### src/rtl/tw_cpu_pkg.sv
package tw_cpu_pkg;

  typedef enum logic [3:0] {
    OP_NOP  = 4'h0,
    OP_ADD  = 4'h1,
    OP_SUB  = 4'h2,
    OP_READ = 4'h5,
    OP_BR   = 4'h7,
    OP_BRZ  = 4'h8,
    OP_HALT = 4'hF
  } opcode_e;

  typedef enum logic [2:0] {
    ST_IDLE,
    ST_FETCH,
    ST_DECODE,
    ST_OPND,
    ST_INDIR,
    ST_EXEC,
    ST_HALT
  } state_e;

  // opcodes that carry a second (operand) word
  function automatic logic needs_operand(input logic [3:0] op);
    return (op == OP_READ) || (op == OP_BR) || (op == OP_BRZ);
  endfunction

endpackage

### src/rtl/tw_cpu_mem.sv
module tw_cpu_mem #(
  parameter int ADDR_W = 8,
  parameter int DATA_W = 16
) (
  input  logic              clk,
  input  logic [ADDR_W-1:0] addr_i,
  output logic [DATA_W-1:0] rdata_o
);
  localparam int DEPTH = 1 << ADDR_W;

  // unified code/data store, preloaded from outside; read-only to the core
  logic [DATA_W-1:0] mem_q [DEPTH];

  initial begin
    for (int i = 0; i < DEPTH; i++) mem_q[i] = '0;
  end

  // synchronous read port, no reset, so it maps onto block RAM
  always_ff @(posedge clk) begin
    rdata_o <= mem_q[addr_i];
  end

endmodule

### src/rtl/tw_cpu_regfile.sv
module tw_cpu_regfile #(
  parameter int DATA_W = 16,
  parameter int NREG   = 4
) (
  input  logic                     clk,
  input  logic                     rst_n,
  input  logic                     we_i,
  input  logic [$clog2(NREG)-1:0]  waddr_i,
  input  logic [DATA_W-1:0]        wdata_i,
  input  logic [$clog2(NREG)-1:0]  raddr_a_i,
  input  logic [$clog2(NREG)-1:0]  raddr_b_i,
  output logic [DATA_W-1:0]        rdata_a_o,
  output logic [DATA_W-1:0]        rdata_b_o,
  output logic [NREG*DATA_W-1:0]   flat_o
);
  localparam int RIDX_W = $clog2(NREG);

  logic [DATA_W-1:0] regs_q [NREG];

  for (genvar i = 0; i < NREG; i++) begin : g_reg
    always_ff @(posedge clk) begin
      if (!rst_n)                                regs_q[i] <= '0;
      else if (we_i && (waddr_i == RIDX_W'(i)))  regs_q[i] <= wdata_i;
    end
    assign flat_o[i*DATA_W +: DATA_W] = regs_q[i];
  end

  assign rdata_a_o = regs_q[raddr_a_i];
  assign rdata_b_o = regs_q[raddr_b_i];

endmodule

### src/rtl/tw_cpu_alu.sv
module tw_cpu_alu
  import tw_cpu_pkg::*;
#(
  parameter int DATA_W = 16
) (
  input  logic              clk,
  input  logic              rst_n,
  input  logic [3:0]        op_i,
  input  logic [DATA_W-1:0] src_i,
  input  logic [DATA_W-1:0] dst_i,
  input  logic              flag_en_i,
  output logic [DATA_W-1:0] result_o,
  output logic              zero_o
);
  always_comb begin
    if (op_i == OP_SUB) result_o = dst_i - src_i;
    else                result_o = dst_i + src_i;
  end

  always_ff @(posedge clk) begin
    if (!rst_n)         zero_o <= 1'b0;
    else if (flag_en_i) zero_o <= (result_o == '0);
  end

endmodule

### src/rtl/tw_cpu_ctrl.sv
module tw_cpu_ctrl
  import tw_cpu_pkg::*;
#(
  parameter int ADDR_W = 8,
  parameter int DATA_W = 16,
  parameter int RIDX_W = 2
) (
  input  logic              clk,
  input  logic              rst_n,
  input  logic [DATA_W-1:0] mem_rdata_i,
  input  logic              zero_i,
  output logic [ADDR_W-1:0] mem_addr_o,
  output logic [ADDR_W-1:0] pc_o,
  output logic [3:0]        op_o,
  output logic [RIDX_W-1:0] src_o,
  output logic [RIDX_W-1:0] dst_o,
  output logic              rf_we_o,
  output logic              rf_from_mem_o,
  output logic              flag_en_o,
  output state_e            state_o,
  output logic              halted_o
);
  localparam int SRC_LSB = RIDX_W;
  localparam int OP_LSB  = 2 * RIDX_W;
  localparam int IR_W    = OP_LSB + 4;

  state_e            state_q;
  logic [ADDR_W-1:0] pc_q;
  logic [IR_W-1:0]   ir_q;
  logic              halted_q;
  logic [3:0]        new_op;
  logic              in_exec;
  logic              alu_op;
  logic              take_jump;
  logic              unused_rdata;

  assign new_op       = mem_rdata_i[OP_LSB +: 4];
  assign op_o         = ir_q[OP_LSB +: 4];
  assign src_o        = ir_q[SRC_LSB +: RIDX_W];
  assign dst_o        = ir_q[RIDX_W-1:0];
  assign unused_rdata = ^mem_rdata_i;

  assign in_exec       = (state_q == ST_EXEC);
  assign alu_op        = (op_o == OP_ADD) || (op_o == OP_SUB);
  assign rf_we_o       = in_exec && (alu_op || (op_o == OP_READ));
  assign rf_from_mem_o = (op_o == OP_READ);
  assign flag_en_o     = in_exec && alu_op;
  assign take_jump     = (op_o == OP_BR) || ((op_o == OP_BRZ) && zero_i);

  // indirect fetch uses the operand word just read as the address
  always_comb begin
    if (state_q == ST_INDIR) mem_addr_o = mem_rdata_i[ADDR_W-1:0];
    else                     mem_addr_o = pc_q;
  end

  always_ff @(posedge clk) begin
    if (!rst_n) begin
      state_q  <= ST_IDLE;
      pc_q     <= '0;
      ir_q     <= '0;
      halted_q <= 1'b0;
    end else begin
      case (state_q)
        ST_IDLE:   state_q <= ST_FETCH;
        ST_FETCH:  state_q <= ST_DECODE;
        ST_DECODE: begin
          ir_q <= mem_rdata_i[IR_W-1:0];
          pc_q <= pc_q + ADDR_W'(1);
          if (new_op == OP_HALT) begin
            state_q  <= ST_HALT;
            halted_q <= 1'b1;
          end else if (needs_operand(new_op)) begin
            state_q <= ST_OPND;
          end else begin
            state_q <= ST_EXEC;
          end
        end
        ST_OPND: begin
          pc_q    <= pc_q + ADDR_W'(1);
          state_q <= ST_INDIR;
        end
        ST_INDIR:  state_q <= ST_EXEC;
        ST_EXEC: begin
          if (take_jump) pc_q <= mem_rdata_i[ADDR_W-1:0];
          state_q <= ST_FETCH;
        end
        ST_HALT:   state_q <= ST_HALT;
        default:   state_q <= ST_IDLE;
      endcase
    end
  end

  assign pc_o     = pc_q;
  assign state_o  = state_q;
  assign halted_o = halted_q;

  AST_HALT_STICKY: assert property (@(posedge clk) disable iff (!rst_n)
    halted_q |=> halted_q);
  AST_HALT_PC_FROZEN: assert property (@(posedge clk) disable iff (!rst_n)
    halted_q |=> $stable(pc_q));
  AST_DECODE_FOLLOWS_FETCH: assert property (@(posedge clk) disable iff (!rst_n)
    (state_q == ST_FETCH) |=> (state_q == ST_DECODE));

endmodule

### src/rtl/tw_cpu_top.sv
module tw_cpu_top
  import tw_cpu_pkg::*;
#(
  parameter int ADDR_W = 8,
  parameter int DATA_W = 16,
  parameter int NREG   = 4
) (
  input  logic                   clk,
  input  logic                   rst_n,
  output logic [ADDR_W-1:0]      pc_o,
  output logic [NREG*DATA_W-1:0] gpr_o,
  output logic                   zero_o,
  output logic                   halted_o
);
  localparam int RIDX_W = $clog2(NREG);

  logic [ADDR_W-1:0] mem_addr;
  logic [DATA_W-1:0] mem_rdata;
  logic [3:0]        op;
  logic [RIDX_W-1:0] src_idx;
  logic [RIDX_W-1:0] dst_idx;
  logic              rf_we;
  logic              rf_from_mem;
  logic              flag_en;
  state_e            state;
  logic [DATA_W-1:0] src_val;
  logic [DATA_W-1:0] dst_val;
  logic [DATA_W-1:0] alu_res;
  logic [DATA_W-1:0] wdata;

  tw_cpu_mem #(.ADDR_W(ADDR_W), .DATA_W(DATA_W)) u_mem (
    .clk     (clk),
    .addr_i  (mem_addr),
    .rdata_o (mem_rdata)
  );

  tw_cpu_ctrl #(.ADDR_W(ADDR_W), .DATA_W(DATA_W), .RIDX_W(RIDX_W)) u_ctrl (
    .clk           (clk),
    .rst_n         (rst_n),
    .mem_rdata_i   (mem_rdata),
    .zero_i        (zero_o),
    .mem_addr_o    (mem_addr),
    .pc_o          (pc_o),
    .op_o          (op),
    .src_o         (src_idx),
    .dst_o         (dst_idx),
    .rf_we_o       (rf_we),
    .rf_from_mem_o (rf_from_mem),
    .flag_en_o     (flag_en),
    .state_o       (state),
    .halted_o      (halted_o)
  );

  assign wdata = rf_from_mem ? mem_rdata : alu_res;

  tw_cpu_regfile #(.DATA_W(DATA_W), .NREG(NREG)) u_rf (
    .clk       (clk),
    .rst_n     (rst_n),
    .we_i      (rf_we),
    .waddr_i   (dst_idx),
    .wdata_i   (wdata),
    .raddr_a_i (src_idx),
    .raddr_b_i (dst_idx),
    .rdata_a_o (src_val),
    .rdata_b_o (dst_val),
    .flat_o    (gpr_o)
  );

  tw_cpu_alu #(.DATA_W(DATA_W)) u_alu (
    .clk       (clk),
    .rst_n     (rst_n),
    .op_i      (op),
    .src_i     (src_val),
    .dst_i     (dst_val),
    .flag_en_i (flag_en),
    .result_o  (alu_res),
    .zero_o    (zero_o)
  );

  AST_ZERO_ONLY_IN_EXEC: assert property (@(posedge clk) disable iff (!rst_n)
    (state != ST_EXEC) |=> $stable(zero_o));
  AST_REGS_ONLY_IN_EXEC: assert property (@(posedge clk) disable iff (!rst_n)
    (state != ST_EXEC) |=> $stable(gpr_o));
  AST_HALT_FREEZES_DATA: assert property (@(posedge clk) disable iff (!rst_n)
    halted_o |=> ($stable(gpr_o) && $stable(zero_o)));

endmodule

### config.mk
export PLATFORM = sky130hd
export DESIGN_NAME = tw_cpu_top
export DESIGN_NICKNAME = d
export VERILOG_FILES = /design/src/rtl/tw_cpu_pkg.sv /design/src/rtl/tw_cpu_mem.sv /design/src/rtl/tw_cpu_regfile.sv /design/src/rtl/tw_cpu_alu.sv /design/src/rtl/tw_cpu_ctrl.sv /design/src/rtl/tw_cpu_top.sv
export SDC_FILE = /design/constraint.sdc
export NUM_CORES = 1
export LEC_CHECK = 0
export ABC_AREA = 1
export ABC_CLOCK_PERIOD_IN_PS = 4500
export BUFFER_PORTS_ARGS = -buffer_cell sky130_fd_sc_hd__buf_4
export CORE_MARGIN = 5
export CORE_UTILIZATION = 40
export DETAILED_ROUTE_END_ITERATION = 12
export GPL_TIMING_DRIVEN = 1
export PLACE_DENSITY = 0.67
export SLEW_MARGIN = 20
export SYNTH_ARGS = -nofsm -noshare
export SYNTH_HDL_FRONTEND = slang
export SYNTH_HIERARCHICAL = 1
export SYNTH_MEMORY_MAX_BITS = 65536
export SYNTH_SLANG_ARGS = --single-unit
### constraint.sdc
create_clock -name clk -period 4.5 [get_ports clk]
set_input_delay 0.675 -clock clk [delete_from_list [all_inputs] [get_ports clk]]
set_output_delay 0.675 -clock clk [all_outputs]
set_load 0.03 [all_outputs]
==> impl_metrics.yaml, run 1 <==
run_status:
  status: "completed"
sta:
  setup_tns_ps: 0
  fin_crit_ps: 3860
  worst_slew_pin_slew_ps: 1040
  fin_crit_sh_pct: 85.8
  skew_ps: 11.5
  setup_viol: 0
  rsz0062_at_grt: "no"
  fmax_mhz: 259
  drv_slew: 0
  maxSlewHeadroom_pct: 30.7
  hold_violations: 0
grt:
  grt-busiest-layer: "met2"
  antenna_found_initial: 0
  use_met1_pct: 28.2
  globalRoute.totalOverflow: 0
  grt_max_degree: 40
  met2_usage_pct: 35.5
  grt_use_met3_pct: 3.29
  grt_pass1_wl_um: 32700
  track_usage_pct: 21.1
  first_global_vias: 6175
power_and_ir_drop:
  power.internal_mw: 1.60
  switchingPower_mw: 1.05
  powerDensity_nw_per_um2: 350
  ir_drop_v: 0.000171
  combinationalPowerShare_pct: 36.4
  pwr-share-seq_pct: 34.1
  finalPower_mw: 2.65
  clkPwrFrac_pct: 29.5
  switching_share_pct: 39.6
  leakagePower_nw: 3.96
setup_path:
  path_max_fanout: 22
  critPathLaunchType: "flop"
  worstSetupEndpointType: "flop"
  path_class: "reg2reg"
  worstPathArrival_ps: 3940
  crit_required_ps: 4580
placement:
  gp_congestion: 0.925
  detailed_place_hpwl_um: 15300
  place_area_um2: 7280
  port_buffers: 75
cts:
  clock-sinks: 85
  numCtsBuffers: 9
  h-tree-depth: 3
  hold_buffers: 0
  clk-insertion-delay-late_ps: 360
  cts_tree: "built"
  clkSlewWorstSetupHoldPaths_ps: 70
  cts_root_buf: "clkbuf_16"
  postCtsSetupBuffers: 0
  cts_resized: 0
  clockBufferDepth: 2
floorplan:
  dieArea_um2: 19400
  placementRows: 47
  die_w_um: 139
  ios: 76
  core_um2: 16500
  start_util_pct: 40.6
  fp.dieH_um: 139
detailed_routing:
  drc: 0
  wl_um: 20700
  drt_pre_antenna_iters: 6
  num_vias: 6510
  final_antenna_net_count: 0
  avgViaCountPerCell: 4.99
  drtIter0Drc: 545
  wl_per_cell_um: 15.9
final_layout:
  drive_gt1_share_pct: 12.8
  nFillCells: 1748
  nNetsFinal: 1099
  area_growth_syn_to_layout_pct: 13.6
  diodes: 0
  final_util_pct: 46.1
  final_area_um2: 7590
yosys:
  syn_inst: 1021
  syn-cell-area_um2: 6680
  yosys_warnings: 6
  avgSynthCellArea_um2: 6.55
flow_run:
  drv_cap: 0
hold_path:
  hp-class: "reg2reg"
flip-flops by register name (all words and copies together), names as in the netlist:
signal	flops
u_ctrl/halted_o	1
u_alu/zero_o	1
u_rf/regs_q	64
u_ctrl/state_o	3
u_ctrl/ir_q	8
u_ctrl/pc_o	8
layer usage:
metal | vias to the layer above | wire (um)
met5 | - | 0
met4 | 0 | 423
met3 | 32 | 1160
met2 | 205 | 9940
met1 | 3027 | 9180
li1 | 3246 | -
final timing paths:
path,startpoint,endpoint,slack [ps],depth (start not counted)
min reg2reg,u_ctrl/halted_o,u_ctrl/halted_o,480,2
max reg2reg,u_ctrl/ir_q[2],u_rf/regs_q[0][13],640,25
max,u_ctrl/ir_q[2],u_rf/regs_q[0][13],640,25
min,u_ctrl/halted_o,u_ctrl/halted_o,480,2
final cells by class:
type | count | area [um^2] | share of cell area [%]
Multi-Input combinational cell | 730 | 3400 | 44.8
Tap cell | 220 | 275 | 3.63
Clock buffer | 9 | 225 | 2.97
Sequential cell | 85 | 2340 | 30.9
Timing Repair Buffer | 81 | 608 | 8.01
Inverter | 172 | 656 | 8.64
Clock inverter | 7 | 81.3 | 1.07
through the flow:
stage,cells,worst slack [ps],hold slack (ps)
2_1_floorplan,1036,1230,436
3_3_place_gp,1288,790,468
3_5_place_dp,1288,736,463
4_1_cts,1304,697,485
5_1_grt,1304,250,505
6_report,1304,641,483
power by group through the flow:
stage	logic [mW]	registers, mW	clock network [mW]
after floorplan	0.650	0.972	0
after global placement	0.939	0.921	0
after detailed placement	0.942	0.922	0
after CTS	0.948	0.905	0.799
after global routing	1.07	0.909	0.830
final	0.965	0.904	0.784
layout by cell type (no fill, tap or decap), drive strengths merged:
cell,instances
a21oi,25
a31oi,1
buf,81
bufinv,1
clkbuf,9
clkinv,6
conb,16
dfxtp,21
edfxtp,64
fa,1
ha,17
inv,172
nand2,375
nand3,111
nand3b,6
nand4,6
nor2,127
nor3,6
nor4,1
o211ai,1
o21ai,17
o21bai,1
o31ai,4
or2,1
xnor2,7
xor2,7
worst max-delay path, cell delays in order, from the launching register on:
cell and delay (ps):
dfxtp_1 310, inv_1 280, buf_4 320, nand2_1 80, nand3_1 70, nand2_1 100
nor2_1 150, inv_1 70, nor2_1 80, nand2_1 100, nor2_1 150, nand3b_1 120
o31ai_1 250, xor2_1 180, ha_1 310, nand2_1 90, nand2_1 60, o21bai_1 150
nor2_1 140, nand3b_1 110, nand2_2 100, inv_1 50, nand2_1 60, nand2_1 50
inv_1 130, nor2_1 60
No activity file was read; power rests on OpenSTA's default activity.
==> run 2, diff against run 1 <==
--- a/config.mk
+++ b/config.mk
@@ -6,12 +6,13 @@
 export NUM_CORES = 1
 export LEC_CHECK = 0
 export ABC_AREA = 1
-export ABC_CLOCK_PERIOD_IN_PS = 4500
+export ABC_CLOCK_PERIOD_IN_PS = 4850
 export BUFFER_PORTS_ARGS = -buffer_cell sky130_fd_sc_hd__buf_4
 export CORE_MARGIN = 5
 export CORE_UTILIZATION = 40
 export DETAILED_ROUTE_END_ITERATION = 12
 export GPL_TIMING_DRIVEN = 1
+export HOLD_SLACK_MARGIN = 0.05
 export PLACE_DENSITY = 0.67
 export SLEW_MARGIN = 20
 export SYNTH_ARGS = -nofsm -noshare
==> constraint.sdc (replaced) <==
create_clock -name clk -period 4.85 [get_ports clk]
set_input_delay 0.7275 -clock clk [delete_from_list [all_inputs] [get_ports clk]]
set_output_delay 0.7275 -clock clk [all_outputs]
set_load 0.05 [all_outputs]
==> run 2 against run 1 <==
  * Wire length rose by 1.1%
  * Die area is the same
  * Combinational power shrank 4.8%
  * Largest power group unchanged
  * Non-clock buffer count stayed put
==> impl_metrics.yaml, run 2 (synthesis results as in run 1) <==
sta:
  hold_violations: 0
  maxSlewHeadroom_pct: 27.0
  fin_crit_ps: 3940
  rsz0062_at_grt: "no"
  fin_ws_ps: 911
  worst_slew_pin_slew_ps: 1090
  skew_ps: 4.81
  drv_slew: 0
  fmax_mhz: 254
  fin_crit_sh_pct: 81.2
  setup_viol: 0
  setup_tns_ps: 0
detailed_routing:
  wl_um: 20900
  drt_pre_antenna_iters: 8
  drtIter0Drc: 612
  drc: 0
  final_antenna_net_count: 0
  avgViaCountPerCell: 4.98
  num_vias: 6497
  wl_per_cell_um: 16.0
cts:
  postCtsSetupBuffers: 0
  h-tree-depth: 3
  cts_root_buf: "clkbuf_16"
  clock-sinks: 85
  hold_buffers: 0
  clkSlewWorstSetupHoldPaths_ps: 60
  cts_resized: 0
  numCtsBuffers: 9
  clk-insertion-delay-late_ps: 350
  clockBufferDepth: 2
  cts_tree: "built"
flow_run:
  drv_cap: 0
final_layout:
  multi_input_area_um2: 3400
  diodes: 0
  nNetsFinal: 1099
  layout_commonest_cell: "nand2_1"
  largest_register_ffs: 64
  largest_register: "u_rf/regs_q"
  drive_gt1_share_pct: 12.5
  mostFrequentLayoutCells: "359 x nand2_1, 162 x inv_1, 124 x nor2_1"
  instances_no_fill: 1304
  nFillCells: 1759
  seqCellArea_um2: 2340
  area_growth_syn_to_layout_pct: 13.7
  final_util_pct: 46.1
placement:
  detailed_place_hpwl_um: 15400
  gp_congestion: 0.923
  port_buffers: 75
  placedCellCount: 1288
  pre_cts_slack_ps: 978
setup_path:
  worstSetupEndpointType: "flop"
  path_max_fanout: 20
  crit_required_ps: 4940
  critPathSlowestCell: "inv_1"
  crit_family: "simple AND/OR/NAND/NOR gates"
  critPathBufInv: 5
  cpPeakStageDelay_ps: 470
  critPathLaunchType: "flop"
  worstPathArrival_ps: 4030
  crit_top_cell: "nand2_1"
  cp-startpoint: "u_ctrl/ir_q[2]"
  path_class: "reg2reg"
  r2r_start: "u_ctrl/ir_q[2]"
power_and_ir_drop:
  combinationalPowerShare_pct: 36.6
  leakagePower_nw: 3.96
  powerDensity_nw_per_um2: 330
  ir_drop_v: 0.000186
  clkPwrFrac_pct: 29.9
  power.internal_mw: 1.53
  switchingPower_mw: 0.977
  pwr-share-seq_pct: 33.5
  switching_share_pct: 39.0
grt:
  track_usage_pct: 21.4
  antenna_found_initial: 0
  first_global_vias: 6044
  grt_max_degree: 40
  globalRoute.totalOverflow: 0
  grt_pass1_wl_um: 32700
hold_path:
  hold_start: "u_ctrl/halted_o"
  hp-class: "reg2reg"
floorplan:
  placementRows: 47
  fp.dieH_um: 139
  die_w_um: 139
  ios: 76
  core_um2: 16500
  start_util_pct: 40.6
  dieArea_um2: 19400
run_status:
  status: "completed"
-- run 2: per-stage QoR --
step / instance area, um^2 / power, mW / hold WS, ps
detailed placement: 7280 / 1.76 / 474
global route: 7600 / 2.66 / 545
finish: 7600 / 2.51 / 494
global placement: 7280 / 1.75 / 470
CTS: 7600 / 2.51 / 492
floorplan: 6740 / 1.54 / 436
-- run 2: cell type report --
type	count	area share, %
flip-flops and latches	85	30.8
multi-input cells	730	44.8
clock buffers	10	3.01
clock inverters	6	1.14
repair buffers	81	8.00
inverters	172	8.63
well taps	220	3.62
-- run 2: worst min-delay path: stages, from the launching register on --
cell and delay, ps:
dfxtp_1 340, a31oi_1 50, nor2_1 70
-- run 2: per-layer routing --
metal | up-vias | track usage (%) | part of all wire (%)
met5 | - | 0 | 0
met4 | 0 | 8.03 | 2.8
met3 | 39 | 2.71 | 6.0
met2 | 227 | 35.5 | 48
met1 | 2991 | 28.5 | 43
li1 | 3240 | - | -
-- run 2: power by group through the flow --
stage	sequential [mW]	clock [mW]	combinational (mW)
after CTS	0.841	0.762	0.908
after global placement	0.855	0	0.899
after detailed placement	0.856	0	0.903
after global routing	0.845	0.795	1.02
final	0.840	0.750	0.919
after floorplan	0.940	0	0.604
-- run 2: final timing paths --
path	endpoint	slack [ps]	depth (start not counted)
max	u_rf/regs_q[0][13]	910	25
min	u_ctrl/halted_o	490	2
max reg2reg	u_rf/regs_q[0][13]	910	25
min reg2reg	u_ctrl/halted_o	490	2
